### src/rtl/led_prio_pkg.sv
package led_prio_pkg;

    typedef enum logic [2:0] {
        SEL_PWR_FAULT = 3'd0,
        SEL_CFG_CLEAR = 3'd1,
        SEL_POR_LOW   = 3'd2,
        SEL_NOT_DONE  = 3'd3,
        SEL_USER      = 3'd4
    } led_sel_e;

    typedef struct packed {
        logic pwr_ok;
        logic cfg_clr_n;
        logic por_n;
        logic cfg_done;
        logic user;
    } led_status_t;

    localparam int unsigned STATUS_W = $bits(led_status_t);

endpackage

### src/rtl/led_sync2.sv
module led_sync2 #(
    parameter int unsigned WIDTH = 5
) (
    input  logic             clk_i,
    input  logic             rst_ni,
    input  logic [WIDTH-1:0] async_i,
    output logic [WIDTH-1:0] sync_o
);
    for (genvar b = 0; b < WIDTH; b++) begin : g_bit
        logic stage1_q;
        logic stage2_q;
        always_ff @(posedge clk_i or negedge rst_ni) begin
            if (!rst_ni) begin
                stage1_q <= 1'b0;
                stage2_q <= 1'b0;
            end else begin
                stage1_q <= async_i[b];
                stage2_q <= stage1_q;
            end
        end
        assign sync_o[b] = stage2_q;
    end
endmodule

### src/rtl/led_prio_fsm.sv
module led_prio_fsm
    import led_prio_pkg::*;
#(
    parameter int unsigned SLOTS = 8,
    localparam int unsigned LIT_W = $clog2(SLOTS + 1)
) (
    input  logic        clk_i,
    input  logic        rst_ni,
    input  led_status_t st_i,
    output led_sel_e    sel_q_o,
    output logic        restart_o,
    output logic        pass_user_o,
    output logic [LIT_W-1:0] lit_cnt_o
);
    // Number of leading lit slots for each fault level, derived from SLOTS.
    localparam int unsigned LIT_PWR = SLOTS;
    localparam int unsigned LIT_CFG = SLOTS - 3;
    localparam int unsigned LIT_POR = SLOTS / 2;
    localparam int unsigned LIT_DONE = SLOTS - 5;

    led_sel_e state_q, state_d;

    // Next-state: the highest-ranked active fault wins from any state.
    always_comb begin
        if (!st_i.pwr_ok)         state_d = SEL_PWR_FAULT;
        else if (!st_i.cfg_clr_n) state_d = SEL_CFG_CLEAR;
        else if (!st_i.por_n)     state_d = SEL_POR_LOW;
        else if (!st_i.cfg_done)  state_d = SEL_NOT_DONE;
        else                      state_d = SEL_USER;
    end

    // State register.
    always_ff @(posedge clk_i or negedge rst_ni) begin
        if (!rst_ni) state_q <= SEL_PWR_FAULT;
        else         state_q <= state_d;
    end

    // Outputs.
    always_comb begin
        restart_o   = (state_d != state_q);
        pass_user_o = 1'b0;
        lit_cnt_o   = '0;
        unique case (state_q)
            SEL_PWR_FAULT: lit_cnt_o = LIT_W'(LIT_PWR);
            SEL_CFG_CLEAR: lit_cnt_o = LIT_W'(LIT_CFG);
            SEL_POR_LOW:   lit_cnt_o = LIT_W'(LIT_POR);
            SEL_NOT_DONE:  lit_cnt_o = LIT_W'(LIT_DONE);
            SEL_USER:      pass_user_o = 1'b1;
            default:       lit_cnt_o = LIT_W'(LIT_PWR);
        endcase
    end

    assign sel_q_o = state_q;
endmodule

### src/rtl/led_slot_timer.sv
module led_slot_timer #(
    parameter int unsigned SLOT_CLKS = 12_500_000,
    parameter int unsigned SLOTS     = 8,
    localparam int unsigned CNT_W = (SLOT_CLKS > 1) ? $clog2(SLOT_CLKS) : 1,
    localparam int unsigned IDX_W = (SLOTS > 1) ? $clog2(SLOTS) : 1
) (
    input  logic             clk_i,
    input  logic             rst_ni,
    input  logic             restart_i,
    output logic [IDX_W-1:0] slot_idx_o
);
    logic [CNT_W-1:0] cnt_q;
    logic [IDX_W-1:0] idx_q;
    logic             slot_end;

    assign slot_end = (cnt_q == CNT_W'(SLOT_CLKS - 1));

    always_ff @(posedge clk_i or negedge rst_ni) begin
        if (!rst_ni) begin
            cnt_q <= '0;
            idx_q <= '0;
        end else if (restart_i) begin
            cnt_q <= '0;
            idx_q <= '0;
        end else if (slot_end) begin
            cnt_q <= '0;
            idx_q <= (idx_q == IDX_W'(SLOTS - 1)) ? '0 : idx_q + 1'b1;
        end else begin
            cnt_q <= cnt_q + 1'b1;
        end
    end

    assign slot_idx_o = idx_q;
endmodule

### src/rtl/status_led_prio.sv
module status_led_prio
    import led_prio_pkg::*;
#(
    parameter int unsigned SLOT_CLKS = 12_500_000,
    parameter int unsigned SLOTS     = 8
) (
    input  logic clk_i,
    input  logic rst_ni,
    input  logic pwr_ok_i,
    input  logic cfg_clear_ni,
    input  logic por_ni,
    input  logic cfg_done_i,
    input  logic user_led_i,
    output logic led_o
);
    localparam int unsigned IDX_W = (SLOTS > 1) ? $clog2(SLOTS) : 1;
    localparam int unsigned LIT_W = $clog2(SLOTS + 1);

    led_status_t          st_raw, st_s;
    led_sel_e             sel_q;
    logic                 restart;
    logic                 pass_user;
    logic [LIT_W-1:0]     lit_cnt;
    logic [IDX_W-1:0]     slot_idx;

    assign st_raw = '{pwr_ok: pwr_ok_i, cfg_clr_n: cfg_clear_ni, por_n: por_ni,
                      cfg_done: cfg_done_i, user: user_led_i};

    led_sync2 #(.WIDTH(STATUS_W)) u_sync (
        .clk_i   (clk_i),
        .rst_ni  (rst_ni),
        .async_i (st_raw),
        .sync_o  (st_s)
    );

    led_prio_fsm #(.SLOTS(SLOTS)) u_fsm (
        .clk_i       (clk_i),
        .rst_ni      (rst_ni),
        .st_i        (st_s),
        .sel_q_o     (sel_q),
        .restart_o   (restart),
        .pass_user_o (pass_user),
        .lit_cnt_o   (lit_cnt)
    );

    led_slot_timer #(.SLOT_CLKS(SLOT_CLKS), .SLOTS(SLOTS)) u_timer (
        .clk_i      (clk_i),
        .rst_ni     (rst_ni),
        .restart_i  (restart),
        .slot_idx_o (slot_idx)
    );

    always_ff @(posedge clk_i or negedge rst_ni) begin
        if (!rst_ni)        led_o <= 1'b0;
        else if (pass_user) led_o <= st_s.user;
        else                led_o <= ({1'b0, slot_idx} < (IDX_W + 1)'(lit_cnt));
    end
endmodule

### config.mk
export PLATFORM = sky130hd
export DESIGN_NAME = status_led_prio
export DESIGN_NICKNAME = d
export VERILOG_FILES = /design/src/rtl/led_prio_pkg.sv /design/src/rtl/led_sync2.sv /design/src/rtl/led_prio_fsm.sv /design/src/rtl/led_slot_timer.sv /design/src/rtl/status_led_prio.sv
export SDC_FILE = /design/constraint.sdc
export NUM_CORES = 1
export LEC_CHECK = 0
export ABC_CLOCK_PERIOD_IN_PS = 3800
export BUFFER_PORTS_ARGS = -buffer_cell sky130_fd_sc_hd__buf_4
export CAP_MARGIN = 10
export CORE_MARGIN = 2
export CORE_UTILIZATION = 45
export DETAILED_ROUTE_END_ITERATION = 6
export PLACE_DENSITY = 0.72
export SETUP_SLACK_MARGIN = 0.05
export SLEW_MARGIN = 10
export SYNTH_ARGS = -nofsm -noshare
export SYNTH_HDL_FRONTEND = slang
export SYNTH_SLANG_ARGS = --single-unit
### constraint.sdc
create_clock -name clk_i -period 3.8 [get_ports clk_i]
set_clock_uncertainty 0.1 [all_clocks]
set_input_delay 0.57 -clock clk_i [delete_from_list [all_inputs] [get_ports clk_i]]
set_output_delay 0.57 -clock clk_i [all_outputs]
set_load 0.02 [all_outputs]
==> flow_summary.yaml <==
final_layout:
  syn_to_final_growth_pct: 9.16
  multiInputGateArea_um2: 818
  nets: 198
  stdcell_count: 236
  seq_area_um2: 1030
  finalInstanceArea_um2: 2070
  fillers: 372
  antenna_cells: 0
  drive_gt1_frac: 0.118
critical_path:
  endpoint_kind: "flip-flop"
  setup.worst_path.start_class: "flip-flop"
  critPathSlowestCell: "or4_1"
  arrival_ns: 2.35
  critPathKind: "reg2reg"
  cp_cell_sequence: "nor4b_1 > nand3_1 > nor4_4 > or4_1 > nor2_1"
  worstPathRequired_ns: 3.84
  slowest_delay_ns: 0.71
  crit_fanout: 23
power_and_ir_drop:
  pwr-share-seq: 0.582
  pwr-share-clk: 0.354
  p_leak_nw: 0.884
  intPower_uw: 609
  powerDensity_nw_per_um2: 377
  p_comb_frac: 0.064
  switching_share: 0.221
  ir_drop_mv: 0.244
  p_switching_uw: 173
logic_synthesis:
  syn_inst: 175
  seq_area_frac_synth: 0.541
  synth_nets: 187
  yosys.area.top_type: "dfrtp_1"
  async_flop_share: 1.00
  synth_seq_cells: 41
  yosys-top-cells-area: "dfrtp_1 54%, xnor2_1 7.8%, nor2_1 6.9%, xor2_1 4.2%, ha_1 3.3%"
  yosys.cell_types.count: 33
  synth-main-ff-cell: "dfrtp_1"
  yosysTopAreaCellShare: 0.541
  synth.avg_cell_area_um2: 10.8
  synth_warnings: 0
  synth-edff-count: 0
  netlist_area_um2: 1900
detailed_routing:
  finalWirelength_mm: 2.82
  drc: 0
  vias: 1198
  vias_per_cell: 5.08
  ant_nets: 0
  drt_iter0_markers: 31
  drt-wirelength-per-cell_um: 11.9
  firstDrtPassIters: 4
place:
  dp_hpwl_mm: 1.95
  dp_cells: 229
  dpl_worst_slack_ns: 1.48
  port_buffers: 7
  gp_congestion: 0.737
  dpl_cell_area_um2: 1990
min_path:
  hp-class: "in2async"
timing:
  post-route-period-util: 0.608
  min_period_ns: 2.31
  fmax_mhz: 433
  timing.slew.headroom: 0.454
  hold_viol_final: 0
  rsz0062_at_grt: "no"
  tightestPinTransition_ns: 0.819
  setup_slack_ns: 1.49
  setup-violations-final: 0
  tns_ns: 0
  drv_slew: 0
flow_run:
  maxCapViolCount: 0
grt:
  grt_usage: 0.150
  overflow: 0
  antenna_found_initial: 0
  grt_pass1_vias: 1138
  grt_start_max_net_pins: 42
  grt_pass1_wl_mm: 5.06
clocking:
  clkLatencyLatePin_ns: 0.29
  root_buffer: "clkbuf_8"
  cts_made_buffers: 5
  cts_tree: "built"
  cts_setup_buffers: 0
  clockBufferDepth: 2
  post_cts_resized: 0
  cts.clk_slew.worst_paths_ns: 0.07
  htree_levels: 2
  cts.sinks: 41
  cts_hold_repair.buffers: 0
status:
  outcome: "complete, no violations"
floorplanning:
  rows: 23
  start_util: 0.471
  core_um2: 4030
  io_pins: 8
  fp.dieArea_um2: 4750
  die_h_um: 68.9
  die_w_um: 68.9
==> sequential cells by signal, summed over array words and instances, names as in the netlist <==
name	count
led_o	1
u_fsm.sel_q_o	3
u_sync.g_bit.stage1_q	5
u_sync.g_bit.stage2_q	5
u_timer.cnt_q	24
u_timer.slot_idx_o	3
==> metal layers <==
| layer | vias up | share of wire | global-route usage |
|---|---|---|---|
| met2 | 14 | 0.45 | 0.231 |
| met4 | 0 | 0.026 | 0.0735 |
| met1 | 572 | 0.49 | 0.192 |
| met3 | 7 | 0.035 | 0.0438 |
| met5 | - | 0 | 0 |
| li1 | 605 | - | - |
==> power by group through the flow <==
stage / logic [mW] / clock network [mW] / registers, mW
floorplan: 0.0363 / 0 / 0.464
global placement: 0.0507 / 0 / 0.463
detailed placement: 0.0515 / 0 / 0.464
CTS: 0.0516 / 0.291 / 0.455
global route: 0.0576 / 0.309 / 0.457
finish: 0.0501 / 0.277 / 0.455
==> cell usage after synthesis, types with 2 or more instances <==
cell,n
nand3_1,5
nor2_1,35
nor3_1,3
nor4_1,4
a21oi_1,3
nand2b_1,3
nand4_1,6
xor2_1,9
nor2_2,2
nand3b_1,2
nand2_1,10
and4_1,2
xnor2_1,17
inv_1,7
and3_1,2
mux2i_1,2
dfrtp_1,41
ha_1,5
buf_6,2
nor4b_1,2
==> metrics by stage <==
stage	util	hold WS (ns)	power, mW
after floorplan	-	0.174	0.500
after global placement	0.493	0.232	0.514
after detailed placement	0.493	0.235	0.515
after CTS	0.514	0.151	0.798
after global routing	0.514	0.174	0.823
final	0.514	0.142	0.782
==> final timing paths <==
path | from | end | slack, ns | cells past startpoint
max | u_timer.cnt_q[8]$_DFF_PN0_ | u_timer.cnt_q[9]$_DFF_PN0_ | 1.49 | 5
min | rst_ni | led_o$_DFF_PN0_ | 0.14 | 1
max reg2reg | u_timer.cnt_q[8]$_DFF_PN0_ | u_timer.cnt_q[9]$_DFF_PN0_ | 1.49 | 5
min reg2reg | u_sync.g_bit[1].stage1_q$_DFF_PN0_ | u_sync.g_bit[1].stage2_q$_DFF_PN0_ | 0.25 | 0
max in group asynchronous | rst_ni | u_timer.cnt_q[22]$_DFF_PN0_ | 3.12 | 1
min in group clk_i | u_sync.g_bit[1].stage1_q$_DFF_PN0_ | u_sync.g_bit[1].stage2_q$_DFF_PN0_ | 0.25 | 0
==> final cells by class <==
cell class / instances / area share
inverters: 7 / 0.0127
flip-flops and latches: 41 / 0.495
clock buffers: 7 / 0.0417
repair buffers: 7 / 0.0254
multi-input cells: 124 / 0.395
well taps: 50 / 0.0302
==> cell families (layout without fill, tap and decap cells) <==
logic type | after synthesis | in the layout | synth area share
flip-flops | 41 | 41 | 0.541
multiplexers | 2 | 2 | 0.0105
adder cells (fa/ha/maj) | 5 | 5 | 0.0330
XOR/XNOR | 26 | 26 | 0.120
buffers and inverters | 10 | 21 | 0.0283
AO/OA/AOI/OAI | 6 | 6 | 0.0211
AND/OR/NAND/NOR | 85 | 85 | 0.247
==> worst max-delay path, delay by kind of cell, from the launching register on <==
| family | cells | cell delay, ns |
|---|---|---|
| and+or+nand+nor | 5 | 1.63 |
| DFF | 1 | 0.42 |
==> cells in the final DEF, fill, tap and decap left out, drive strengths merged <==
cell type	synthesis	final
dfrtp	41	41
nor2	37	37
xnor2	17	17
nand2	10	10
xor2	9	9
inv	7	7
buf	3	7
nand4	7	7
clkbuf	0	7
nand3	6	6
ha	5	5
nor4	5	5
nor3	4	4
nand2b	3	3
a21oi	3	3
and3	2	2
nor4b	2	2
and4	2	2
nand3b	2	2
mux2i	2	2
or4	2	2
a21boi	1	1
and2	1	1
or3	1	1
or3b	1	1
a21o	1	1
a31oi	1	1
Power figures use the tool's default switching activity.
